## src/rtl/ovs_avg_pkg.sv

```systemverilog
package ovs_avg_pkg;
  typedef struct packed {
    logic startBatch;
    logic addSample;
    logic lastSample;
  } ovsStrobe_t;
endpackage

```

## src/rtl/ovs_avg_ctrl.sv

```systemverilog
module ovs_avg_ctrl
  import ovs_avg_pkg::*;
#(
  parameter int RATIO_W = 3
) (
  input  logic               clk,
  input  logic               rstN,
  input  logic               trigIn,
  input  logic               sampleValid,
  input  logic [RATIO_W-1:0] ratioSel,
  input  logic               autoDelay,
  input  logic               readAck,
  output ovsStrobe_t         strb,
  output logic               busy,
  output logic               eocFlag,
  output logic               ovrFlag
);
  localparam int CNT_W = (1 << RATIO_W) + 1;

  logic             busyQ, eocQ, ovrQ;
  logic [CNT_W-1:0] cntQ, lastIdxQ, lastIdxNext;
  logic [CNT_W-1:0] oneV;

  assign oneV        = CNT_W'(1);
  assign lastIdxNext = (oneV << (CNT_W'(ratioSel) + oneV)) - oneV;

  assign strb.startBatch = trigIn && !busyQ && !(autoDelay && eocQ);
  assign strb.addSample  = busyQ && sampleValid;
  assign strb.lastSample = strb.addSample && (cntQ == lastIdxQ);

  always_ff @(posedge clk) begin
    if (!rstN) begin
      busyQ    <= 1'b0;
      cntQ     <= '0;
      lastIdxQ <= '0;
      eocQ     <= 1'b0;
      ovrQ     <= 1'b0;
    end else begin
      if (strb.startBatch) begin
        busyQ    <= 1'b1;
        cntQ     <= '0;
        lastIdxQ <= lastIdxNext;
      end else if (strb.lastSample) begin
        busyQ <= 1'b0;
        cntQ  <= '0;
      end else if (strb.addSample) begin
        cntQ <= cntQ + oneV;
      end

      if (strb.lastSample)  eocQ <= 1'b1;
      else if (readAck)     eocQ <= 1'b0;

      if (strb.lastSample && eocQ && !readAck) ovrQ <= 1'b1;
      else if (readAck)                        ovrQ <= 1'b0;
    end
  end

  assign busy    = busyQ;
  assign eocFlag = eocQ;
  assign ovrFlag = ovrQ;


  hold_off_chk: assert property (@(posedge clk) disable iff (!rstN)
    (autoDelay && eocQ && !busyQ) |=> !busyQ);


  eoc_on_batch_end_chk: assert property (@(posedge clk) disable iff (!rstN)
    $rose(eocQ) |-> $past(busyQ));


  ovr_needs_pending_chk: assert property (@(posedge clk) disable iff (!rstN)
    $rose(ovrQ) |-> ($past(eocQ) && eocQ));


  ack_clears_chk: assert property (@(posedge clk) disable iff (!rstN)
    (readAck && !strb.lastSample) |=> (!eocQ && !ovrQ));


  count_bound_chk: assert property (@(posedge clk) disable iff (!rstN)
    busyQ |-> (cntQ <= lastIdxQ));
endmodule

```

## src/rtl/ovs_avg_dpath.sv

```systemverilog
module ovs_avg_dpath
  import ovs_avg_pkg::*;
#(
  parameter int SAMPLE_W  = 12,
  parameter int ACC_W     = 20,
  parameter int OUT_W     = 16,
  parameter int SHIFT_W   = 4,
  parameter int MAX_SHIFT = 8
) (
  input  logic                clk,
  input  logic                rstN,
  input  ovsStrobe_t          strb,
  input  logic [SAMPLE_W-1:0] sampleIn,
  input  logic [SHIFT_W-1:0]  shiftSel,
  output logic [OUT_W-1:0]    dataOut
);
  localparam logic [SHIFT_W-1:0] SHIFT_CAP = SHIFT_W'(MAX_SHIFT);

  logic [ACC_W-1:0]   accQ, accNext, shifted;
  logic [SHIFT_W-1:0] shiftQ, shiftClamped;
  logic [OUT_W-1:0]   dataQ;

  assign shiftClamped = (shiftSel > SHIFT_CAP) ? SHIFT_CAP : shiftSel;
  assign accNext      = accQ + ACC_W'(sampleIn);
  assign shifted      = accNext >> shiftQ;

  always_ff @(posedge clk) begin
    if (!rstN) begin
      accQ   <= '0;
      shiftQ <= '0;
      dataQ  <= '0;
    end else begin
      if (strb.startBatch) begin
        accQ   <= '0;
        shiftQ <= shiftClamped;
      end else if (strb.addSample) begin
        accQ <= accNext;
      end
      if (strb.lastSample) dataQ <= shifted[OUT_W-1:0];
    end
  end

  assign dataOut = dataQ;


  data_hold_chk: assert property (@(posedge clk) disable iff (!rstN)
    !$past(strb.lastSample) |-> $stable(dataQ));


  shift_cap_chk: assert property (@(posedge clk) disable iff (!rstN)
    shiftQ <= SHIFT_CAP);
endmodule

```

## src/rtl/ovs_avg_top.sv

```systemverilog
module ovs_avg_top
  import ovs_avg_pkg::*;
#(
  parameter int SAMPLE_W  = 12,
  parameter int ACC_W     = 20,
  parameter int OUT_W     = 16,
  parameter int RATIO_W   = 3,
  parameter int SHIFT_W   = 4,
  parameter int MAX_SHIFT = 8
) (
  input  logic                clk,
  input  logic                rstN,
  input  logic                trigIn,
  input  logic [SAMPLE_W-1:0] sampleIn,
  input  logic                sampleValid,
  input  logic [RATIO_W-1:0]  ratioSel,
  input  logic [SHIFT_W-1:0]  shiftSel,
  input  logic                autoDelay,
  input  logic                readAck,
  output logic [OUT_W-1:0]    dataOut,
  output logic                eocFlag,
  output logic                ovrFlag,
  output logic                busy
);
  ovsStrobe_t strb;

  ovs_avg_ctrl #(.RATIO_W(RATIO_W)) ctrl_i (
    .clk(clk), .rstN(rstN), .trigIn(trigIn), .sampleValid(sampleValid),
    .ratioSel(ratioSel), .autoDelay(autoDelay), .readAck(readAck),
    .strb(strb), .busy(busy), .eocFlag(eocFlag), .ovrFlag(ovrFlag)
  );

  ovs_avg_dpath #(
    .SAMPLE_W(SAMPLE_W), .ACC_W(ACC_W), .OUT_W(OUT_W),
    .SHIFT_W(SHIFT_W), .MAX_SHIFT(MAX_SHIFT)
  ) dpath_i (
    .clk(clk), .rstN(rstN), .strb(strb), .sampleIn(sampleIn),
    .shiftSel(shiftSel), .dataOut(dataOut)
  );
endmodule

```

## config.mk

```make
export PLATFORM = sky130hd
export DESIGN_NAME = ovs_avg_top
export DESIGN_NICKNAME = d
export VERILOG_FILES = /design/src/rtl/ovs_avg_pkg.sv /design/src/rtl/ovs_avg_ctrl.sv /design/src/rtl/ovs_avg_dpath.sv /design/src/rtl/ovs_avg_top.sv
export SDC_FILE = /design/constraint.sdc
export NUM_CORES = 1
export LEC_CHECK = 0
export BUFFER_PORTS_ARGS = -buffer_cell sky130_fd_sc_hd__buf_2
export CORE_MARGIN = 2
export CORE_UTILIZATION = 60
export DETAILED_ROUTE_END_ITERATION = 16
export HOLD_SLACK_MARGIN = 0.12
export PLACE_DENSITY = 0.83
export SETUP_SLACK_MARGIN = 0.05
export SLEW_MARGIN = 15
export SYNTH_ARGS = -nofsm -noshare
export SYNTH_HDL_FRONTEND = slang
export SYNTH_SLANG_ARGS = --single-unit
```

## constraint.sdc

```tcl
create_clock -name clk -period 4.1 [get_ports clk]
set_input_delay 0 -clock clk [delete_from_list [all_inputs] [get_ports clk]]
set_output_delay 0 -clock clk [all_outputs]
set_load 0.01 [all_outputs]
```

==> impl_metrics.py <==
metrics = {
    "setup_path": {
        "crit_path_start": "sampleIn[0]",
        "r2r_setup_slack_ns": 1.00,
        "critPathCaptureType": "flop",
        "rr_worst_depth": 11,
        "cp-start-kind": "input pin",
        "r2r_start": "dpath_i.accQ[0]$_SDFFE_PP0P_",
        "regToRegEndpoint": "dpath_i.dataOut[8]$_SDFFE_PN0P_",
        "cp.arrival_ns": 3.40,
        "worstPathMaxFanout": 5,
        "cp_data_required_time_ns": 4.39,
        "crit_type": "in2reg",
    },
    "clock_network": {
        "cts_buffers": 9,
        "cts-resized-gates": 0,
        "clkTransAtPathRegs_ns": 0.07,
        "cts.sink_count": 61,
        "clk_latency_ns": 0.35,
        "cts_tree": "done",
        "htree_levels": 3,
        "clock_path_buffers": 2,
        "cts_root_buf": "clkbuf_8",
    },
    "floorplanning": {
        "fp.dieArea_um2": 8000,
        "initial_core_util": 0.611,
        "rows": 31,
        "core_area_um2": 7180,
        "die_w_um": 89.5,
        "io_pins": 44,
        "dieHeight_um": 89.5,
    },
    "power": {
        "p_leak_nw": 1.93,
        "netSwitchingFraction": 0.295,
        "p_switching_mw": 0.429,
        "pwr_density_cell_nw_per_um2": 297,
        "p_comb_frac": 0.206,
        "internal_power_mw": 1.02,
        "seqPwrFrac": 0.436,
        "ir_drop_mv": 0.180,
        "pwr-share-clk": 0.358,
    },
    "timing": {
        "min_period_ns": 3.12,
        "rsz0062_at_grt": "no",
        "setup_viol": 0,
        "fin_skew_ns": 0.00620,
        "fin_hold_ws_ns": 0.170,
        "maxSlewViolCount": 0,
        "fmax_ghz": 0.321,
        "hold_viol_final": 0,
        "slew_headroom": 0.397,
        "tightest_slew_ns": 0.903,
        "period_share": 0.760,
        "fin_tns_setup_ns": 0,
    },
    "global_route": {
        "grt_pass1_wl_um": 18300,
        "grt_max_degree": 29,
        "antenna_found_initial": 0,
        "first_global_vias": 3860,
        "gr-total-overflow": 0,
        "track_usage": 0.293,
    },
    "drt": {
        "postRouteWirelength_um": 11100,
        "ant_nets": 0,
        "wire_per_inst_um": 16.3,
        "vias_per_cell": 6.22,
        "drtIter0Drc": 396,
        "vias": 4238,
        "first_pass_iters": 5,
        "drc_errors": 0,
    },
    "finish": {
        "n_antenna_cell": 0,
        "fillerInstances": 585,
        "layout-drive-gt1-share": 0.136,
        "regArea_um2": 1220,
        "area_delta_synth_final_pct": 11.6,
        "stdcell_area_um2": 4890,
        "fin_util": 0.681,
        "final_nets": 621,
        "multi_input_area_um2": 2940,
    },
    "synthesis": {
        "syn-num-nets": 592,
        "seq_area_frac_synth": 0.279,
        "synth_seq_cells": 61,
        "synth_warnings": 0,
        "avgSynthCellArea_um2": 7.97,
        "ys_types": 71,
        "syn_area_um2": 4380,
        "synth_edf_count": 0,
        "synthArstFlopShare": 0,
        "ys.flop_type": "dfxtp_1",
        "synthCells": 550,
    },
    "placed_design": {
        "hpwl_um": 7870,
        "place.gp.congestion": 0.945,
        "post_dp_cell_area_um2": 4590,
        "portBuffers": 43,
    },
    "worst_hold_path": {
        "min_delay_worst_endpoint": "dpath_i.accQ[10]$_SDFFE_PP0P_",
        "min_from": "sampleValid",
        "min_path_cells": 5,
        "hold_path_class": "in2reg",
    },
    "outcome": {
        "status": "completed",
    },
    "run": {
        "maxCapViolCount": 0,
    },
}
==> cells in the final DEF, fill, tap and decap left out, types with 13 or more instances in the layout <==
cell type,n
a21oi_1,47
o21ai_0,20
nor3_1,13
xnor2_1,28
buf_2,43
nor2_1,38
mux2i_1,26
xor2_1,14
nand2_1,73
ha_1,16
dfxtp_1,61
inv_1,13
==> cells in the mapped netlist, drive strengths merged (3+ instances only) <==
cell type / count / area share
a2111oi: 3 / 0.0060
a211o: 4 / 0.0080
a211oi: 8 / 0.015
a21boi: 6 / 0.010
a21o: 4 / 0.0069
a21oi: 50 / 0.060
a22oi: 3 / 0.0051
a31oi: 4 / 0.0057
and2: 3 / 0.0043
and3: 7 / 0.010
buf: 12 / 0.013
clkbuf: 30 / 0.026
dfxtp: 61 / 0.28
ha: 16 / 0.046
inv: 13 / 0.011
mux2: 4 / 0.010
mux2i: 26 / 0.059
mux4: 3 / 0.015
nand2: 73 / 0.063
nand2b: 4 / 0.0057
nand3: 12 / 0.014
nand3b: 5 / 0.0086
nand4: 11 / 0.016
nor2: 38 / 0.033
nor2b: 5 / 0.0071
nor3: 13 / 0.015
o2111ai: 3 / 0.0060
o211a: 7 / 0.016
o211ai: 6 / 0.010
o21a: 6 / 0.014
o21ai: 22 / 0.026
o221ai: 5 / 0.011
o31ai: 6 / 0.010
xnor2: 28 / 0.056
xor2: 14 / 0.028
==> per-stage QoR <==
step                worst slack [ns]  total power, mW  std cells
finish                         0.984             1.45        681
global route                   0.823             1.52        681
floorplan                       1.23            0.858        550
detailed placement              1.04            0.930        655
CTS                             1.01             1.45        681
global placement                1.09            0.922        655
==> registers in the layout, summed over array words and instances, names as in the netlist <==
| signal | flops |
|---|---|
| ctrl_i.eocFlag | 1 |
| dpath_i.accQ | 20 |
| ctrl_i.lastIdxQ | 9 |
| ctrl_i.cntQ | 9 |
| dpath_i.shiftQ | 4 |
| dpath_i.dataOut | 16 |
| ctrl_i.busy | 1 |
| ctrl_i.ovrFlag | 1 |
==> per-layer routing <==
| layer | vias to the layer above | share of wire | track usage |
|---|---|---|---|
| met5 | - | 0 | 0 |
| met1 | 1975 | 0.42 | 0.360 |
| met4 | 0 | 0.025 | 0.104 |
| li1 | 2059 | - | - |
| met2 | 176 | 0.50 | 0.512 |
| met3 | 28 | 0.054 | 0.0517 |
==> worst max path at each step <==
stage	end	slack (ns)	cells past startpoint
finish	dpath_i.dataOut[8]$_SDFFE_PN0P_	0.98	13
global route	dpath_i.dataOut[8]$_SDFFE_PN0P_	0.82	11
CTS	dpath_i.dataOut[8]$_SDFFE_PN0P_	1.01	13
detailed placement	dpath_i.dataOut[8]$_SDFFE_PN0P_	1.04	11
global placement	dpath_i.dataOut[7]$_SDFFE_PN0P_	1.09	11
floorplan	dpath_i.dataOut[7]$_SDFFE_PN0P_	1.23	11
==> kinds of logic (layout without fill, tap and decap cells) <==
logic type	count (synthesis)	after routing	share of synthesized area
mux	33	33	0.0851
simple gates	182	182	0.196
buf+inv	56	88	0.0508
fa+ha+maj	19	19	0.0548
compound gates	157	157	0.250
xor+xnor	42	42	0.0839
flops	61	61	0.279
==> critical path, cell delays in order <==
cell and delay (ns):
dlygate4sd3_1 0.53, buf_2 0.13, ha_1 0.23, fa_1 0.45
a211oi_2 0.33, o21ai_0 0.20, a21oi_1 0.18, o21bai_1 0.08
xor2_1 0.31, mux2i_1 0.16, mux4_2 0.49, a2bb2oi_1 0.16
a21oi_2 0.14
==> repair_timing <==
item	4_1_cts	5_1_grt
hold endpoints to repair	20	0
buffers inserted	0	0
hold buffers	12	0
==> power by group through the flow <==
| stage | clock network [mW] | logic, mW | registers, mW |
|---|---|---|---|
| after global placement | 0 | 0.278 | 0.645 |
| final | 0.521 | 0.300 | 0.633 |
| after global routing | 0.556 | 0.328 | 0.635 |
| after CTS | 0.527 | 0.294 | 0.633 |
| after detailed placement | 0 | 0.285 | 0.646 |
| after floorplan | 0 | 0.222 | 0.636 |
==> area by class of cell <==
cell class | count | area share
Clock buffer | 12 | 0.0297
Clock inverter | 2 | 0.00716
Inverter | 14 | 0.0107
Multi-Input combinational cell | 433 | 0.601
Sequential cell | 61 | 0.250
Tap cell | 99 | 0.0253
Timing Repair Buffer | 60 | 0.0763
Power figures use the tool's default switching activity.
